===== config.mk =====
export PLATFORM = sky130hd
export DESIGN_NAME = gpio_port_ctrl
export DESIGN_NICKNAME = d
export VERILOG_FILES = /design/src/rtl/gpio_port_pkg.sv /design/src/rtl/gpio_in_sync.sv /design/src/rtl/gpio_out_regs.sv /design/src/rtl/gpio_cfg_lock.sv /design/src/rtl/gpio_port_ctrl.sv
export SDC_FILE = /design/constraint.sdc
export NUM_CORES = 1
export LEC_CHECK = 0
export BUFFER_PORTS_ARGS = -buffer_cell sky130_fd_sc_hd__buf_2
export CAP_MARGIN = 20
export CORE_MARGIN = 1.5
export CORE_UTILIZATION = 44
export CTS_CLUSTER_DIAMETER = 30
export DETAILED_ROUTE_END_ITERATION = 16
export PLACE_DENSITY = 0.77
export RECOVER_POWER = 25
export SYNTH_ARGS = -nofsm -noshare
export SYNTH_HDL_FRONTEND = slang
export SYNTH_SLANG_ARGS = --single-unit

===== constraint.sdc =====
create_clock -name clk -period 1.7 [get_ports clk]
set_clock_uncertainty 0.15 [all_clocks]
set_input_delay 0.255 -clock clk [delete_from_list [all_inputs] [get_ports clk]]
set_output_delay 0.255 -clock clk [all_outputs]
set_load 0.02 [all_outputs]

===== src/rtl/gpio_port_pkg.sv =====
// Package: shared constants and register selector for the GPIO port controller.
// Assumes a single port decoded on a 16-byte window of word-aligned registers.
package gpio_port_pkg;
    localparam int BUS_W  = 32;
    localparam int ADDR_W = 4;
    localparam int LANE_W = 8;

    // Bit positions of the byte lanes inside the data/direction word.
    localparam int LANE_DIR = 24;
    localparam int LANE_OUT = 16;
    localparam int LANE_CAP = 8;
    localparam int LANE_IN  = 0;

    // Register selected by address bits [3:2].
    typedef enum logic [1:0] {
        REG_DATA = 2'd0,
        REG_SET  = 2'd1,
        REG_CLR  = 2'd2,
        REG_CFG  = 2'd3
    } gpio_reg_e;
endpackage


===== src/rtl/gpio_in_sync.sv =====
// Module: two-flop pad synchronizer plus a snapshot of the pads at reset release.
// Assumes pads are asynchronous to clk. The synchronizer flops carry no reset,
// so they keep tracking the pads while rst_n is low.
module gpio_in_sync #(
    parameter int NPINS = 8
) (
    input  logic             clk,
    input  logic             rst_n,
    input  logic [NPINS-1:0] pad_in,
    output logic [NPINS-1:0] sync_q,
    output logic [NPINS-1:0] cap_q
);
    logic [NPINS-1:0] meta_q;
    logic             cap_done;

    // Two-stage synchronizer for the raw pad levels.
    always_ff @(posedge clk) begin
        meta_q <= pad_in;
        sync_q <= meta_q;
    end

    // Snapshot of the synchronized pads on the first clock after reset.
    always_ff @(posedge clk) begin
        if (!rst_n) begin
            cap_q    <= '0;
            cap_done <= 1'b0;
        end else if (!cap_done) begin
            cap_q    <= sync_q;
            cap_done <= 1'b1;
        end
    end

    // Once taken, the snapshot never moves until reset.
    assert_capture_hold_R7: assert property (@(posedge clk) disable iff (!rst_n)
        cap_done |=> $stable(cap_q));
endmodule


===== src/rtl/gpio_out_regs.sv =====
// Module: direction and output registers with write-one set and clear aliases.
// Assumes at most one kind of write per cycle from the bus. If several arrive
// together, the full load is applied first, then set, then clear.
module gpio_out_regs #(
    parameter int NPINS = 8
) (
    input  logic             clk,
    input  logic             rst_n,
    input  logic             data_we,
    input  logic [NPINS-1:0] dir_wdata,
    input  logic [NPINS-1:0] out_wdata,
    input  logic             set_we,
    input  logic [NPINS-1:0] set_mask,
    input  logic             clr_we,
    input  logic [NPINS-1:0] clr_mask,
    output logic [NPINS-1:0] dir_q,
    output logic [NPINS-1:0] out_q
);
    logic [NPINS-1:0] out_next;

    // Next output value: full load, then set mask, then clear mask.
    always_comb begin
        out_next = out_q;
        if (data_we) out_next = out_wdata;
        if (set_we)  out_next = out_next | set_mask;
        if (clr_we)  out_next = out_next & ~clr_mask;
    end

    // Direction and output state registers.
    always_ff @(posedge clk) begin
        if (!rst_n) begin
            dir_q <= '0;
            out_q <= '0;
        end else begin
            if (data_we) dir_q <= dir_wdata;
            out_q <= out_next;
        end
    end

    assert_reset_clear_R1: assert property (@(posedge clk)
        !rst_n |=> (dir_q == '0 && out_q == '0));
    assert_data_load_R2: assert property (@(posedge clk) disable iff (!rst_n)
        data_we && !set_we && !clr_we |=> (dir_q == $past(dir_wdata) && out_q == $past(out_wdata)));
    assert_set_bits_R4: assert property (@(posedge clk) disable iff (!rst_n)
        set_we && !clr_we |=> ((out_q & $past(set_mask)) == $past(set_mask)));
    assert_clear_bits_R5: assert property (@(posedge clk) disable iff (!rst_n)
        clr_we |=> ((out_q & $past(clr_mask)) == '0));
    assert_alias_keeps_dir_R6: assert property (@(posedge clk) disable iff (!rst_n)
        !data_we |=> $stable(dir_q));
endmodule


===== src/rtl/gpio_cfg_lock.sv =====
// Module: pad configuration register that accepts one write per reset.
// Assumes a write strobe already qualified by the address decode.
module gpio_cfg_lock #(
    parameter int CFG_W = 16
) (
    input  logic             clk,
    input  logic             rst_n,
    input  logic             cfg_we,
    input  logic [CFG_W-1:0] cfg_wdata,
    output logic [CFG_W-1:0] cfg_q,
    output logic             locked
);
    // Take the first write, then lock until the next reset.
    always_ff @(posedge clk) begin
        if (!rst_n) begin
            cfg_q  <= '0;
            locked <= 1'b0;
        end else if (cfg_we && !locked) begin
            cfg_q  <= cfg_wdata;
            locked <= 1'b1;
        end
    end

    assert_locked_hold_R8: assert property (@(posedge clk) disable iff (!rst_n)
        $past(locked) |-> $stable(cfg_q));
    assert_first_write_R8: assert property (@(posedge clk) disable iff (!rst_n)
        cfg_we && !locked |=> (locked && cfg_q == $past(cfg_wdata)));
endmodule


===== src/rtl/gpio_port_ctrl.sv =====
// Module: top of one GPIO port. Decodes the register bus, assembles the
// read word and drives the pad controls.
// Assumes word-aligned accesses; address bits [1:0] must be zero for a hit.
module gpio_port_ctrl
    import gpio_port_pkg::*;
#(
    parameter int NPINS = 8
) (
    input  logic              clk,
    input  logic              rst_n,
    input  logic [ADDR_W-1:0] bus_addr,
    input  logic              bus_wr,
    input  logic [BUS_W-1:0]  bus_wdata,
    input  logic              bus_rd,
    output logic [BUS_W-1:0]  bus_rdata,
    input  logic [NPINS-1:0]  pad_in,
    output logic [NPINS-1:0]  pad_oe,
    output logic [NPINS-1:0]  pad_out,
    output logic [NPINS-1:0]  pad_drv_hi,
    output logic [NPINS-1:0]  pad_pu_dis
);
    localparam int CFG_W = 2 * LANE_W;

    gpio_reg_e          reg_sel;
    logic               aligned;
    logic               data_we, set_we, clr_we, cfg_we;
    logic [NPINS-1:0]   sync_q, cap_q, dir_q, out_q;
    logic [CFG_W-1:0]   cfg_q;
    logic               cfg_locked;
    logic [BUS_W-1:0]   data_word;
    logic [BUS_W-1:0]   cfg_word;
    logic [BUS_W-1:0]   rd_next;

    // Address decode into per-register write strobes.
    always_comb begin
        reg_sel = gpio_reg_e'(bus_addr[3:2]);
        aligned = (bus_addr[1:0] == 2'b00);
        data_we = bus_wr && aligned && (reg_sel == REG_DATA);
        set_we  = bus_wr && aligned && (reg_sel == REG_SET);
        clr_we  = bus_wr && aligned && (reg_sel == REG_CLR);
        cfg_we  = bus_wr && aligned && (reg_sel == REG_CFG);
    end

    gpio_in_sync #(.NPINS(NPINS)) u_in_sync (
        .clk    (clk),
        .rst_n  (rst_n),
        .pad_in (pad_in),
        .sync_q (sync_q),
        .cap_q  (cap_q)
    );

    gpio_out_regs #(.NPINS(NPINS)) u_out_regs (
        .clk       (clk),
        .rst_n     (rst_n),
        .data_we   (data_we),
        .dir_wdata (bus_wdata[LANE_DIR +: NPINS]),
        .out_wdata (bus_wdata[LANE_OUT +: NPINS]),
        .set_we    (set_we),
        .set_mask  (bus_wdata[LANE_OUT +: NPINS]),
        .clr_we    (clr_we),
        .clr_mask  (bus_wdata[LANE_OUT +: NPINS]),
        .dir_q     (dir_q),
        .out_q     (out_q)
    );

    gpio_cfg_lock #(.CFG_W(CFG_W)) u_cfg_lock (
        .clk       (clk),
        .rst_n     (rst_n),
        .cfg_we    (cfg_we),
        .cfg_wdata (bus_wdata[CFG_W-1:0]),
        .cfg_q     (cfg_q),
        .locked    (cfg_locked)
    );

    // Assemble the readable words from the lanes.
    always_comb begin
        data_word = '0;
        data_word[LANE_DIR +: NPINS] = dir_q;
        data_word[LANE_OUT +: NPINS] = out_q;
        data_word[LANE_CAP +: NPINS] = cap_q;
        data_word[LANE_IN  +: NPINS] = sync_q;
        cfg_word = '0;
        cfg_word[CFG_W-1:0] = cfg_q;
    end

    // Read multiplexer; the set and clear aliases read as zero.
    always_comb begin
        rd_next = '0;
        if (aligned) begin
            case (reg_sel)
                REG_DATA: rd_next = data_word;
                REG_CFG:  rd_next = cfg_word;
                default:  rd_next = '0;
            endcase
        end
    end

    // Registered read data, loaded only on a read strobe.
    always_ff @(posedge clk) begin
        if (!rst_n)      bus_rdata <= '0;
        else if (bus_rd) bus_rdata <= rd_next;
    end

    // Pad control outputs.
    always_comb begin
        pad_oe     = dir_q;
        pad_out    = out_q;
        pad_drv_hi = cfg_q[NPINS-1:0];
        pad_pu_dis = cfg_q[LANE_W +: NPINS];
    end

    assert_alias_reads_zero_R9: assert property (@(posedge clk) disable iff (!rst_n)
        bus_rd && aligned && (reg_sel == REG_SET || reg_sel == REG_CLR) |=> (bus_rdata == '0));
    assert_rdata_hold_R10: assert property (@(posedge clk) disable iff (!rst_n)
        !bus_rd |=> $stable(bus_rdata));
    assert_cfg_pins_R8: assert property (@(posedge clk) disable iff (!rst_n)
        cfg_locked |=> $stable(pad_drv_hi) && $stable(pad_pu_dis));
endmodule


==> out/metrics.csv <==
metric,value,unit
outcome,"finished, final reports clean",
core-area,7210,um^2
layout_min_cycle_time,1.46,ns
rr_endpoint,u_in_sync.cap_q[2],
startpoint_type,input port,
dr.first_iter.drc_count,142,
comb_power_share,0.090,
async_flop_share,0,
seq_area,1800,um^2
rrSetupSlack,0.48,ns
use_met1,0.264,
powerDensity,862,nW/um^2
holdPathStages,3,
die_h,89.1,um
critPathKind,in2reg,
wl,8270,um
syn-num-nets,375,
fin_crit_sh,0.857,
clkPwrFrac,0.343,
rsz0062_at_grt,no,
ir_drop,0.000405,V
gr-usage-met2,0.342,
first_global_vias,2607,
numCtsBuffers,9,
ctsRootBufferMaster,clkbuf_8,
power_switching,0.947,mW
synth_edf_count,0,
n_fill_cell,615,
clkTransAtPathRegs,0.09,ns
crit_path_start,bus_addr[3],
synth_area,3260,um^2
totalPowerFinal,3.85,mW
die_w,89.1,um
multiInputGateArea,1290,um^2
via_per_inst,5.06,
ys_warn_count,0,
vias,2884,
synth_most_common_cell,dfxtp_1,
max_cap_viol_count,0,
grt_overflow,0,
tritoncts,built,
clk_path_buf_depth,2,
slew_headroom,0.576,
post_synth.cell_area_avg,10.1,um^2
synthToLayoutAreaGrowth,37.2,%
row_count,31,
instances_no_fill,570,
synth_top_area_share,0.553,
busiest_layer,met2,
antenna_cells,0,
report.final.hold_viol_count,0,
antenna_found_initial,0,
ctsResizeCount,0,
yosys-top-cells-area,"dfxtp_1 (55%), mux2i_1 (7.4%), a22oi_1 (7.1%)",
dp_hpwl,5270,um
drc_errors,0,
grt_util_met3,0.0406,
cp_max_fo,16,
clock-sinks,90,
yosysTopAreaCell,dfxtp_1,
wl_per_cell,14.5,um
worst_pin_slew,0.636,ns
clock.fmax,0.686,GHz
rr_startpoint,u_in_sync.cap_done,
seq_power_share,0.567,
drive_above_1_share,0.327,
setup_viol,0,
io_pins,112,
fin_nets,518,
synth_seq_cells,90,
gp_congestion,0.735,
worstSkewPairLatency,0.35,ns
holdCritPathClass,in2reg,
critical_path_arrival,1.61,ns
dr.pass1.iters,5,
cp-end-kind,register,
postCtsSetupBuffers,0,
crit_end,bus_rdata[11],
ctsHoldBuffers,38,
dp.cells,516,
drtAntennaViolNets,0,
start_util,0.452,
reg2reg_depth,2,
synth_cells,323,
die_area,7940,um^2
port_buffers,111,
internal_power,2.91,mW
track_usage,0.206,
grt_max_degree,34,
synth_common_cells,"dfxtp_1 (90), nand2_1 (48), a22oi_1 (31), nor2_1 (31), mux2i_1 (24)",
grt_pass1_wl,12600,um
cts_max_level,3,
slew_violations,0,
cp_data_required_time,1.85,ns
p_leak,1.95,nW
seq_area_frac_synth,0.553,
swShare,0.246,
synth_cell_types,28,
synthFlopType,dfxtp_1,
[how the worst min path moves through the flow]
stage                                   start                  end  slack [ns]
after floorplan                         rst_n   u_in_sync.cap_done        0.13
after global placement    u_in_sync.meta_q[7]  u_in_sync.sync_q[7]        0.16
after detailed placement  u_in_sync.meta_q[5]  u_in_sync.sync_q[5]        0.16
after CTS                        bus_wdata[5]  u_cfg_lock.cfg_q[5]      0.0007
after global routing             bus_wdata[5]  u_cfg_lock.cfg_q[5]        0.01
final                            bus_wdata[5]  u_cfg_lock.cfg_q[5]        0.01
[cell type report]
type | instances | area share
sequential | 90 | 0.403
multi-input combinational | 199 | 0.289
clock inverter | 6 | 0.00895
inverter | 4 | 0.00336
tap | 99 | 0.0277
clock buffer | 10 | 0.0308
timing repair buffer | 162 | 0.237
[power by group through the flow]
stage | Sequential [mW] | Combinational (mW) | Clock [mW]
floorplan | 2.24 | 0.155 | 0
detailed placement | 2.23 | 0.283 | 0
CTS | 2.18 | 0.351 | 1.36
finish | 2.18 | 0.349 | 1.32
global route | 2.19 | 0.380 | 1.43
global placement | 2.23 | 0.277 | 0
[sequential cells by signal (all words and copies together) (netlist names)]
signal	flops
u_cfg_lock.cfg_q	16
u_out_regs.out_q	8
u_in_sync.sync_q	8
u_in_sync.meta_q	8
u_in_sync.cap_done	1
u_cfg_lock.locked	1
bus_rdata	32
u_in_sync.cap_q	8
u_out_regs.dir_q	8
[logic make-up (layout without fill, tap and decap cells)]
group                    count (synthesis)  count (layout)  share of synthesized area
AND/OR/NAND/NOR                         98              98                      0.136
flip-flops                              90              90                      0.553
multiplexers                            24              24                     0.0737
AO/OA/AOI/OAI                           73              73                      0.170
adder cells (fa/ha/maj)                  4               4                     0.0153
buffers and inverters                   34             182                     0.0526
[layout by cell type (no fill, tap or decap)]
master / n
and4bb_2: 1
or4b_4: 1
dfxtp_1: 90
a2bb2oi_2: 1
clkbuf_1: 3
a22oi_1: 31
a2bb2oi_1: 15
and4bb_1: 1
clkbuf_8: 10
nor2_1: 31
nand2_1: 48
dlygate4sd3_1: 38
a32oi_1: 8
a21oi_1: 10
nor2b_1: 1
or2_2: 1
and3b_1: 1
nor2_2: 10
inv_1: 1
inv_6: 2
a211oi_1: 8
clkinvlp_4: 1
nand4bb_1: 1
buf_2: 109
mux2i_1: 24
clkbuf_2: 1
inv_2: 3
ha_1: 4
buf_12: 3
buf_4: 8
and2_1: 1
nor3b_1: 1
clkinv_2: 3
[layer usage]
layer / up-vias / part of all wire
met5: - / 0
met2: 95 / 0.50
met4: 0 / 0.017
met1: 1356 / 0.43
met3: 13 / 0.050
li1: 1420 / -
[metrics by stage]
| stage | utilization | worst slack (ns) | setup TNS, ns | cell area (um^2) | hold WS, ns |
|---|---|---|---|---|---|
| finish | 0.620 | 0.243 | 0 | 4470 | 0.00993 |
| global route | 0.620 | 0.149 | 0 | 4470 | 0.0129 |
| CTS | 0.623 | 0.307 | 0 | 4500 | 0.000667 |
| detailed placement | 0.546 | -0.0652 | -0.728 | 3940 | 0.162 |
| global placement | 0.546 | -0.0482 | -0.312 | 3940 | 0.161 |
| floorplan | - | 0.00412 | 0 | 3280 | 0.133 |
[critical path, stage by stage]
cell and delay (ns):
clkbuf_1 0.11, inv_2 0.05, ha_1 0.28, or4b_4 0.62
a2bb2oi_2 0.20, nor2_2 0.10
(Power assumes the default switching activity.)
